### config.mk
export PLATFORM = sky130hd
export DESIGN_NAME = pair_dup_seq
export DESIGN_NICKNAME = d
export VERILOG_FILES = /design/src/rtl/pds_pkg.sv /design/src/rtl/pds_phase_ctrl.sv /design/src/rtl/pds_addr_ctr.sv /design/src/rtl/pds_hold_latch.sv /design/src/rtl/pair_dup_seq.sv
export SDC_FILE = /design/constraint.sdc
export NUM_CORES = 1
export LEC_CHECK = 0
export ABC_AREA = 1
export BUFFER_PORTS_ARGS = -buffer_cell sky130_fd_sc_hd__clkbuf_2
export CORE_MARGIN = 2
export CORE_UTILIZATION = 45
export DETAILED_ROUTE_END_ITERATION = 8
export HOLD_SLACK_MARGIN = 0.15
export MAX_ROUTING_LAYER = met4
export PLACE_DENSITY = 0.76
export SYNTH_ARGS = -nofsm -noshare
export SYNTH_HDL_FRONTEND = slang
export SYNTH_SLANG_ARGS = --single-unit
### constraint.sdc
create_clock -name clk -period 1.3 [get_ports clk]
set_input_delay 0.325 -clock clk [delete_from_list [all_inputs] [get_ports clk]]
set_output_delay 0.325 -clock clk [all_outputs]
set_load 0.1 [all_outputs]
### src/rtl/pds_pkg.sv
package pds_pkg;
   typedef enum logic [1:0] {
      PDS_IDLE  = 2'd0,
      PDS_READ  = 2'd1,
      PDS_WRITE = 2'd2
   } pds_phase_e;
endpackage

### src/rtl/pds_phase_ctrl.sv
module pds_phase_ctrl
   import pds_pkg::*;
#(
   parameter int PHASE_CYC = 2
) (
   input  logic clk,
   input  logic rst_n,
   input  logic start,
   input  logic last_count,
   output logic busy,
   output logic latch_stb,
   output logic write_stb,
   output logic is_write,
   output logic step,
   output logic finish
);
   localparam int SUB_W = (PHASE_CYC > 1) ? $clog2(PHASE_CYC) : 1;
   localparam logic [SUB_W-1:0] SUB_LAST = SUB_W'(PHASE_CYC - 1);

   pds_phase_e phase_q, phase_d;
   logic [SUB_W-1:0] sub_q, sub_d;
   logic sub_end;

   assign sub_end = (sub_q == SUB_LAST);

   always_comb begin
      phase_d = phase_q;
      sub_d   = sub_q;
      case (phase_q)
         PDS_IDLE: begin
            sub_d = '0;
            if (start) phase_d = PDS_READ;
         end
         PDS_READ: begin
            if (sub_end) begin
               phase_d = PDS_WRITE;
               sub_d   = '0;
            end else begin
               sub_d = sub_q + 1'b1;
            end
         end
         PDS_WRITE: begin
            if (sub_end) begin
               phase_d = last_count ? PDS_IDLE : PDS_READ;
               sub_d   = '0;
            end else begin
               sub_d = sub_q + 1'b1;
            end
         end
         default: begin
            phase_d = PDS_IDLE;
            sub_d   = '0;
         end
      endcase
   end

   always_ff @(posedge clk) begin
      if (!rst_n) begin
         phase_q <= PDS_IDLE;
         sub_q   <= '0;
      end else begin
         phase_q <= phase_d;
         sub_q   <= sub_d;
      end
   end

   assign busy      = (phase_q != PDS_IDLE);
   assign is_write  = (phase_q == PDS_WRITE);
   assign latch_stb = (phase_q == PDS_READ) && (sub_q == '0);
   assign write_stb = is_write && sub_end;
   assign step      = write_stb && !last_count;
   assign finish    = write_stb && last_count;
endmodule

### src/rtl/pds_addr_ctr.sv
module pds_addr_ctr #(
   parameter int ADDR_W = 10
) (
   input  logic              clk,
   input  logic              rst_n,
   input  logic              advance,
   output logic [ADDR_W-1:0] count,
   output logic              at_top
);
   localparam logic [ADDR_W-1:0] TOP = '1;

   always_ff @(posedge clk) begin
      if (!rst_n)       count <= '0;
      else if (advance) count <= count + 1'b1;
   end

   assign at_top = (count == TOP);
endmodule

### src/rtl/pds_hold_latch.sv
module pds_hold_latch #(
   parameter int DATA_W    = 8,
   parameter bit RESET_VAL = 1'b1
) (
   input  logic              clk,
   input  logic              rst_n,
   input  logic              capture,
   input  logic [DATA_W-1:0] d,
   output logic [DATA_W-1:0] q
);
   generate
      if (RESET_VAL) begin : g_rst
         always_ff @(posedge clk) begin
            if (!rst_n)       q <= '0;
            else if (capture) q <= d;
         end
      end else begin : g_norst
         always_ff @(posedge clk) begin
            if (capture) q <= d;
         end
      end
   endgenerate
endmodule

### src/rtl/pair_dup_seq.sv
module pair_dup_seq #(
   parameter int ADDR_W    = 10,
   parameter int DATA_W    = 8,
   parameter int PHASE_CYC = 2,
   parameter bit LATCH_RST = 1'b1
) (
   input  logic              clk,
   input  logic              rst_n,
   input  logic              start,
   input  logic [DATA_W-1:0] mem_rdata,
   output logic [ADDR_W-1:0] mem_addr,
   output logic [DATA_W-1:0] mem_wdata,
   output logic              mem_we,
   output logic              busy,
   output logic              done
);
   generate
      if (ADDR_W < 2)    begin : g_bad_aw $error("ADDR_W must be at least 2"); end
      if (DATA_W < 1)    begin : g_bad_dw $error("DATA_W must be at least 1"); end
      if (PHASE_CYC < 2) begin : g_bad_pc $error("PHASE_CYC must be at least 2"); end
   endgenerate

   logic [ADDR_W-1:0] count;
   logic at_top, latch_stb, write_stb, is_write, step, finish;
   logic done_q;

   pds_phase_ctrl #(.PHASE_CYC(PHASE_CYC)) u_ctrl (
      .clk(clk), .rst_n(rst_n), .start(start), .last_count(at_top),
      .busy(busy), .latch_stb(latch_stb), .write_stb(write_stb),
      .is_write(is_write), .step(step), .finish(finish)
   );

   pds_addr_ctr #(.ADDR_W(ADDR_W)) u_ctr (
      .clk(clk), .rst_n(rst_n), .advance(step | finish),
      .count(count), .at_top(at_top)
   );

   pds_hold_latch #(.DATA_W(DATA_W), .RESET_VAL(LATCH_RST)) u_latch (
      .clk(clk), .rst_n(rst_n), .capture(latch_stb),
      .d(mem_rdata), .q(mem_wdata)
   );

   always_ff @(posedge clk) begin
      if (!rst_n) done_q <= 1'b0;
      else        done_q <= finish;
   end

   assign mem_addr = is_write ? {count[ADDR_W-1:1], 1'b0} : count;
   assign mem_we   = write_stb;
   assign done     = done_q;
endmodule

## After elaboration in Yosys (flattened, before gate mapping)

Cells that the tools add are included.

- Mux-type cells: 6
- Reduce and logical (&&, ||, !) cells: 10
- Div/mod/pow operators: 0
- Eq/ne operators: 6
- Bitwise gates (word level): 4
- Shift-type cells: 0
- Magnitude comparators: 0
- Multipliers: 0
- Add/sub/neg operators: 2

Operators with widths:

| kind | number |
|---|---|
| adder 10 x 1 -> 10 bit, second input constant | 1 |
| == test 10 bit, second input constant | 1 |
| two-way mux 2 bit | 3 |
| one-hot mux 2 bit (3 select lines) | 1 |
| logical AND 1 bit | 4 |
| inequality test 2 x 1 -> 1 bit, second input constant | 2 |
| inverter 1 bit | 3 |
| AND reduction 3 bit | 1 |
| OR reduction 3 bit | 1 |
| == test 2 x 1 -> 1 bit, second input constant | 1 |
| == test 2 bit, second input constant | 1 |
| zero test 2 bit | 1 |
| two-way mux 1 bit | 2 |
| inequality test 2 bit, second input constant | 1 |
| nonzero test 2 bit | 1 |
| OR reduction 2 bit | 1 |
| adder 1 bit, second input constant | 1 |
| zero test 1 bit | 1 |
| OR 1 bit | 1 |

- Memory bits (writable): 0
- Latch bits: 0
- Memories kept: 0
- Bits of input ports: 11
- Register bits after elaboration: 22
- Memory bits (read-only): 0
- Word-level logic and storage cells: 33

## Depth between registers and ports, before layout

Gate-level depths: netlist of the first run.

- Word-level depth: 4
- Depth in mapped cells: 9

## Cells and area by module

A second synthesis of the first run with hierarchy kept.

- Cell total of the unflattened synthesis: 164
- Area, all modules: 1,168.6 µm²

By module, submodules not included:

| module | cells each | area an instance (µm²) | instances | seq. area each (µm²) |
|---|---|---|---|---|
| pds_addr_ctr | 70 | 491.7 | 1 | 200.2 |
| pds_hold_latch | 51 | 356.6 | 1 | 160.2 |
| pds_phase_ctrl | 35 | 271.5 | 1 | 60.1 |
| pair_dup_seq | 8 | 48.8 | 1 | 20.0 |

## Worst setup path after synthesis of the first run

No wires, ideal clock.

- Path type: register to output
- Start: reg u_ctrl.phase_q[0]
- End: out mem_addr[0]
- Required time: 0.975 ns
- Arrival: 1.977 ns
- Path slack: -1.002 ns
- Path buffers: 0
- Stages on the path, launching flop included: 4
- Path through: dfxtp_1 > inv_1 > ha_1 > nor2_1

- Longest elaborated chain between the ends: 2

Ends and longest elaborated chain:

| what | RTL line | RTL |
|---|---|---|
| start: declaration | pds_phase_ctrl.sv:20 | `pds_phase_e phase_q, phase_d;` |
| start signal: assignment | pds_phase_ctrl.sv:62 | `phase_q <= phase_d;` |
| == test 2 bit | pds_phase_ctrl.sv:68 | `assign is_write = (phase_q == PDS_WRITE);` |
| two-way mux 1 bit | pair_dup_seq.sv:48 | `assign mem_addr = is_write ? {count[ADDR_W-1:1], 1'b0} : count;` |
| end: declaration | pair_dup_seq.sv:11 | `output logic [ADDR_W-1:0] mem_addr,` |

No other way between the ends.

## Final worst setup path of the first run

- Start: reg u_ctrl.phase_q[0]
- End: out busy

- Longest elaborated chain between the ends: 1

Ends and longest elaborated chain:

| what | RTL line | RTL |
|---|---|---|
| nonzero test 2 bit | pds_phase_ctrl.sv:67 | `assign busy = (phase_q != PDS_IDLE);` |
| end: declaration | pair_dup_seq.sv:14 | `output logic busy,` |

No other way between the ends.

==> results of run 1 <==
==> path summary, 6_finish.rpt <==
| path | from | end | slack [ns] | cells past startpoint |
|---|---|---|---|---|
| max | u_ctrl.phase_q[0] | busy | -0.29 | 5 |
| max reg2reg | u_ctrl.phase_q[0] | u_ctr.count[8] | -0.15 | 10 |
| min reg2reg | u_ctr.count[6] | u_ctr.count[6] | 0.49 | 2 |
| min | mem_rdata[7] | u_latch.q[7] | 0.24 | 3 |
==> worst register-to-register path: stages (launching register included) <==
cell and delay (ns):
dfxtp_2 0.35, inv_2 0.07, ha_4 0.17, nand2_4 0.06, buf_4 0.14, buf_6 0.12
nor2_4 0.14, nand2_2 0.09, inv_2 0.09, o21ai_2 0.06, a21oi_2 0.11
==> synthesized netlist by cell type <==
master    number
nand2_1       22
nor2_1        24
ha_1           6
nor2_4         2
dfxtp_1       22
nand4_2        1
nand3_2        1
o21ai_2        1
buf_2          1
nor2_2         1
inv_1         17
buf_4          9
a21oi_2        1
clkbuf_1       1
nor3_1         2
nand2_2        2
a21oi_1        8
clkinv_1       2
nand3_1        3
o21ai_1        2
o21ai_0       14
==> cell families (layout without fill, tap and decap cells) <==
| kind of cell | count (synthesis) | after routing | share of synthesized area |
|---|---|---|---|
| AOI/OAI and AO/OA | 26 | 26 | 0.130 |
| DFF | 22 | 22 | 0.415 |
| and+or+nand+nor | 58 | 58 | 0.246 |
| buffers and inverters | 30 | 70 | 0.139 |
| adders and majority gates | 6 | 6 | 0.0707 |
==> final cells by class <==
cell class	instances	area, um2	share of cell area
clock buffers	4	36.3	0.0203
inverters	19	81.3	0.0454
flip-flops and latches	22	457	0.255
repair buffers	47	598	0.334
well taps	28	35.0	0.0196
multi-input cells	90	584	0.326
==> registers in the layout, indices dropped and copies added, names as in the netlist <==
register,count
done,1
u_ctr.count,10
u_ctrl.phase_q,2
u_ctrl.sub_end,1
u_latch.q,8
==> through the flow <==
step | power [W] | hold slack [ns] | utilization | setup slack (ns)
2_1_floorplan | 0.00225 | 0.437 | - | -0.270
3_3_place_gp | 0.00292 | 0.480 | 0.722 | -0.0158
3_5_place_dp | 0.00299 | 0.489 | 0.722 | -0.0874
4_1_cts | 0.00356 | 0.248 | 0.776 | -0.290
5_1_grt | 0.00384 | 0.257 | 0.810 | -0.330
6_report | 0.00366 | 0.237 | 0.810 | -0.289
==> metal layers <==
layer  up-vias  part of all wire  routed length, um  track usage
met4         0             0.011                 29       0.0726
met3         5             0.052                142       0.0486
met1       482              0.39               1080        0.226
li1        517                 -                  -            -
met5         -                 0                  0            -
met2        38              0.54               1490        0.394
==> where the power goes <==
part / switching (W) / internal (W) / total [W]
Clock: 0.000226 / 0.000171 / 0.000397
Sequential: 0.000149 / 0.000818 / 0.000967
Combinational: 0.00142 / 0.000875 / 0.00230
Total: 0.00180 / 0.00186 / 0.00366
==> what timing repair did <==
item / 4_1_cts / 5_1_grt
buffers inserted: 5 / 6
gates resized for setup: 16 / 23
pin swaps: 3 / 9
hold endpoints to repair: 0 / 0
endpoints found under the setup margin: 18 / 26
==> impl_metrics.tcl, run 1 <==
set metrics [dict create \
    crit_required_ns 0.98 \
    setup_viol 13 \
    synthToLayoutAreaGrowth_pct 68.7 \
    antennaDiodeCount 0 \
    final_common_cell "nor2_1" \
    syn_inst 142 \
    drt-pass1-iter-count 4 \
    cts_tree "yes" \
    crit_buf_inv 4 \
    nFillCells 138 \
    fin_skew_ns 0.00627 \
    ys_top_cells_by_area "dfxtp_1 (41%), nor2_1 (8.5%), nand2_1 (7.8%)" \
    hold_buffers 0 \
    clkLatencyLatePin_ns 0.32 \
    holdCritPathClass "in -> reg" \
    gp_congestion 0.805 \
    dp_hpwl_um 1900 \
    synth_top_area_cell "dfxtp_1" \
    die_y_um 52.6 \
    slew_headroom 0.825 \
    boundaryPins 32 \
    cp_slowest_stage_delay_ns 0.36 \
    place_inst 198 \
    cts_sinks 22 \
    grt_max_degree 13 \
    drtIter0Drc 7 \
    synth.yosys.warnings 0 \
    path_delay_family "buffers and inverters" \
    path_cells "inv_2 -> buf_4 -> ha_4 -> clkinvlp_4 -> buf_12" \
    gr-usage-all-layers 0.215 \
    vias_per_cell 4.96 \
    ant_nets 0 \
    vias 1042 \
    clkTransAtPathRegs_ns 0.13 \
    end_kind "output pin" \
    ctsHtreeMaxLevel 1 \
    clock.fmax_mhz 629 \
    cts_root_buf "clkbuf_4" \
    crit_arrival_ns 1.26 \
    syn_nets 159 \
    design_area_mm2 0.00179 \
    maxCapViolCount 0 \
    worstMarginPinSlew_ns 0.262 \
    crit_type "reg -> out" \
    fin_crit_ns 1.59 \
    grt_pass1_wl_um 4240 \
    p_leak_nw 0.764 \
    start_util 0.480 \
    synth_cell_types 21 \
    die_x_um 52.6 \
    status "finished, violations left" \
    antenna_found_initial 0 \
    slew_violations 0 \
    startpoint_type "flop" \
    violations "setup timing" \
    rsz0062_at_grt "yes" \
    yosys_register_bits 22 \
    overflow 0 \
    finalHoldViolCount 0 \
    clk_path_buf_depth 2 \
    yosysSeqAreaShare 0.415 \
    wirelength_um 2740 \
    port_buffers 31 \
    wl_per_cell_um 13.0 \
    fp.coreArea_mm2 0.00221 \
    nets 200 \
    drc_errors 0 \
    power.ir.vdd_worst_uv 1940 \
    cts_made_buffers 3 \
    power.density_mw_per_mm2 2040 \
    grt_pass1_vias 1023 \
    syn_area_mm2 0.00106 \
    rows 17 \
    fin_cells 210 \
    syn_area_per_cell_um2 7.48 \
    drive_gt1_frac 0.505 \
    post_dp_cell_area_mm2 0.00160 \
    cp_slowest_cell "dfxtp_2" \
    die_area_mm2 0.00277 \
    final_cell_mix "nor2_1 (22), buf_12 (21), nand2_1 (20), buf_4 (14), inv_1 (12)" \
    yosys.area.top_type_share 0.415 \
    setup_ws_ns -0.289 \
    critPathMaxFanout 2 \
    fin_setup_tns_ns -1.40 \
    post-route-period-util 1.22 \
]
(Power assumes the default switching activity.)
==> run 2: changes to the inputs <==
- CELL_PAD_IN_SITES_DETAIL_PLACEMENT: not set -> 1
- CELL_PAD_IN_SITES_GLOBAL_PLACEMENT: not set -> 1
- CORE_ASPECT_RATIO: not set -> 2
- CORE_UTILIZATION: 45 -> 31
- PLACE_DENSITY: 0.76 -> 0.84
==> run 2 against run 1 <==
Net effect: the flow still finishes with violations (setup timing); combinational power grew 7%; die area grew 42%; design area grew 7.1%; highest routed layer unchanged; register-to-register slack lost 0.03 ns; first-iteration DRC count grew to 4.3 times the previous value.
==> impl_metrics.tcl, run 2 (synthesis results as in run 1) <==
set metrics [dict create \
    status "finished, violations left" \
    violations "setup timing" \
    die_x_um 45.4 \
    ant_nets 0 \
    clkLatencyLatePin_ns 0.27 \
    nets 205 \
    die_area_mm2 0.00394 \
    p_leak_nw 0.839 \
    grt_pass1_wl_um 6230 \
    setup_viol 15 \
    cts_root_buf "clkbuf_8" \
    end_kind "output pin" \
    final_cell_mix "nor2_1 (22), buf_12 (21), nand2_1 (19), buf_4 (16), dfxtp_1 (14)" \
    overflow 0 \
    power.ir.vdd_worst_uv 1770 \
    crit_required_ns 0.98 \
    antennaDiodeCount 0 \
    gr-usage-all-layers 0.229 \
    start_util 0.318 \
    fin_setup_tns_ns -2.11 \
    wirelength_um 4190 \
    crit_type "reg -> out" \
    final_util 0.575 \
    drive_gt1_frac 0.556 \
    hold_buffers 0 \
    drc_errors 0 \
    fin_crit_ns 1.58 \
    fp.coreArea_mm2 0.00334 \
    worstMarginPinSlew_ns 0.389 \
    cp_slowest_stage_delay_ns 0.37 \
    pwr-share-clk 0.131 \
    design_area_mm2 0.00192 \
    swShare 0.496 \
    synthToLayoutAreaGrowth_pct 80.7 \
    drt-pass1-iter-count 4 \
    clkTransAtPathRegs_ns 0.08 \
    setup_ws_ns -0.284 \
    die_y_um 86.8 \
    port_buffers 31 \
    cts_sinks 22 \
    post-route-period-util 1.22 \
    ctsHtreeMaxLevel 1 \
    p_switching_w 0.00196 \
    largest_register_ffs 10 \
    vias 1129 \
    p_comb_frac 0.619 \
    maxCapViolCount 0 \
    slew_violations 0 \
    rows 30 \
    critPathMaxFanout 5 \
    cp_slowest_cell "dfxtp_2" \
    power.density_mw_per_mm2 2060 \
    boundaryPins 32 \
    dp_hpwl_um 2630 \
    p_total_w 0.00395 \
    cp.depth 5 \
    startpoint_type "flop" \
    grt_pass1_vias 1321 \
    antenna_found_initial 0 \
    reg2reg_from "u_ctrl.phase_q[0]" \
    cts_tree "yes" \
    finalHoldViolCount 0 \
    rsz0062_at_grt "yes" \
    wl_per_cell_um 19.1 \
    top_register "u_ctr.count" \
    crit_arrival_ns 1.26 \
    hold_end "u_latch.q[1]" \
    crit_buf_inv 3 \
    r2r_slack_ns -0.18 \
    r2r_cells 10 \
    clock.fmax_mhz 631 \
    pwr-share-seq 0.250 \
    drtIter0Drc 30 \
    intPower_w 0.00199 \
    grt_max_degree 13 \
    clk_path_buf_depth 2 \
    crit_path_start "u_ctrl.phase_q[0]" \
    fin_skew_ns 0.00119 \
    rr_endpoint "u_ctr.count[8]" \
    vias_per_cell 5.16 \
    final_common_cell "nor2_1" \
    nFillCells 366 \
    slew_headroom 0.741 \
    place_inst 204 \
    worstHoldPathCells 3 \
    holdCritPathClass "in -> reg" \
    fin_cells 219 \
    post_dp_cell_area_mm2 0.00162 \
    gp_congestion 0.773 \
    top_regs "u_ctr.count (10), u_latch.q (8), u_ctrl.phase_q (2)" \
    hold_path_startpoint "mem_rdata[1]" \
    path_delay_family "flip-flops" \
    cts_made_buffers 3 \
    path_cells "inv_4 -> ha_4 -> nand2_4 -> clkinvlp_4 -> buf_12" \
]
## run 2: cell count changes in the layout (fill, tap and decap cells not counted), sizes merged
cell  previous run  this run
buf             37        42
## run 2: worst reg2reg max path, stage by stage (launching register included)
cell	delay (ns)
dfxtp_2	0.35
inv_4	0.06
ha_4	0.19
nand2_4	0.09
buf_4	0.14
buf_6	0.11
nor2_4	0.17
nand2_4	0.09
inv_4	0.07
o21ai_2	0.05
a21oi_2	0.10
## run 2: through the flow
stage | hold WS (ns) | setup WS [ns]
floorplan | 0.437 | -0.270
global placement | 0.485 | -0.0467
detailed placement | 0.502 | -0.128
CTS | 0.308 | -0.257
global route | 0.312 | -0.328
finish | 0.296 | -0.284
## run 2: power by group through the flow
stage	Sequential [W]	Clock (W)	Combinational, W
after floorplan	0.00152	0	0.000725
after global placement	0.000959	0	0.00199
after detailed placement	0.000974	0	0.00207
after CTS	0.000978	0.000517	0.00229
after global routing	0.00101	0.000550	0.00257
final	0.000989	0.000516	0.00245
## run 2: timing repair
item                                   in CTS  in global routing
endpoints found under the hold margin       0                  0
resized for setup                          21                 40
pin swaps                                   6                  9
buffers inserted                            8                  4
setup endpoints to repair                  16                 25
## run 2: how the worst max path moves through the flow
stage / end
2_1_floorplan: u_ctr.count[1]
3_3_place_gp: mem_we
3_5_place_dp: u_ctrl.phase_q[0]
4_1_cts: mem_we
5_1_grt: mem_we
6_report: mem_we
## run 2: area by class of cell
cell class / count / area (um2) / area share
multi-input combinational: 90 / 636 / 0.331
inverter: 19 / 86.3 / 0.0450
sequential: 22 / 455 / 0.237
timing repair buffer: 52 / 647 / 0.337
tap: 32 / 40.0 / 0.0209
clock buffer: 4 / 55.1 / 0.0287
## run 2: metal layers
layer | GRT usage | up-vias | share of wire
met2 | 0.421 | 36 | 0.62
li1 | - | 524 | -
met5 | - | - | 0
met4 | 0.144 | 0 | 0.035
met1 | 0.197 | 554 | 0.32
met3 | 0.0354 | 15 | 0.028
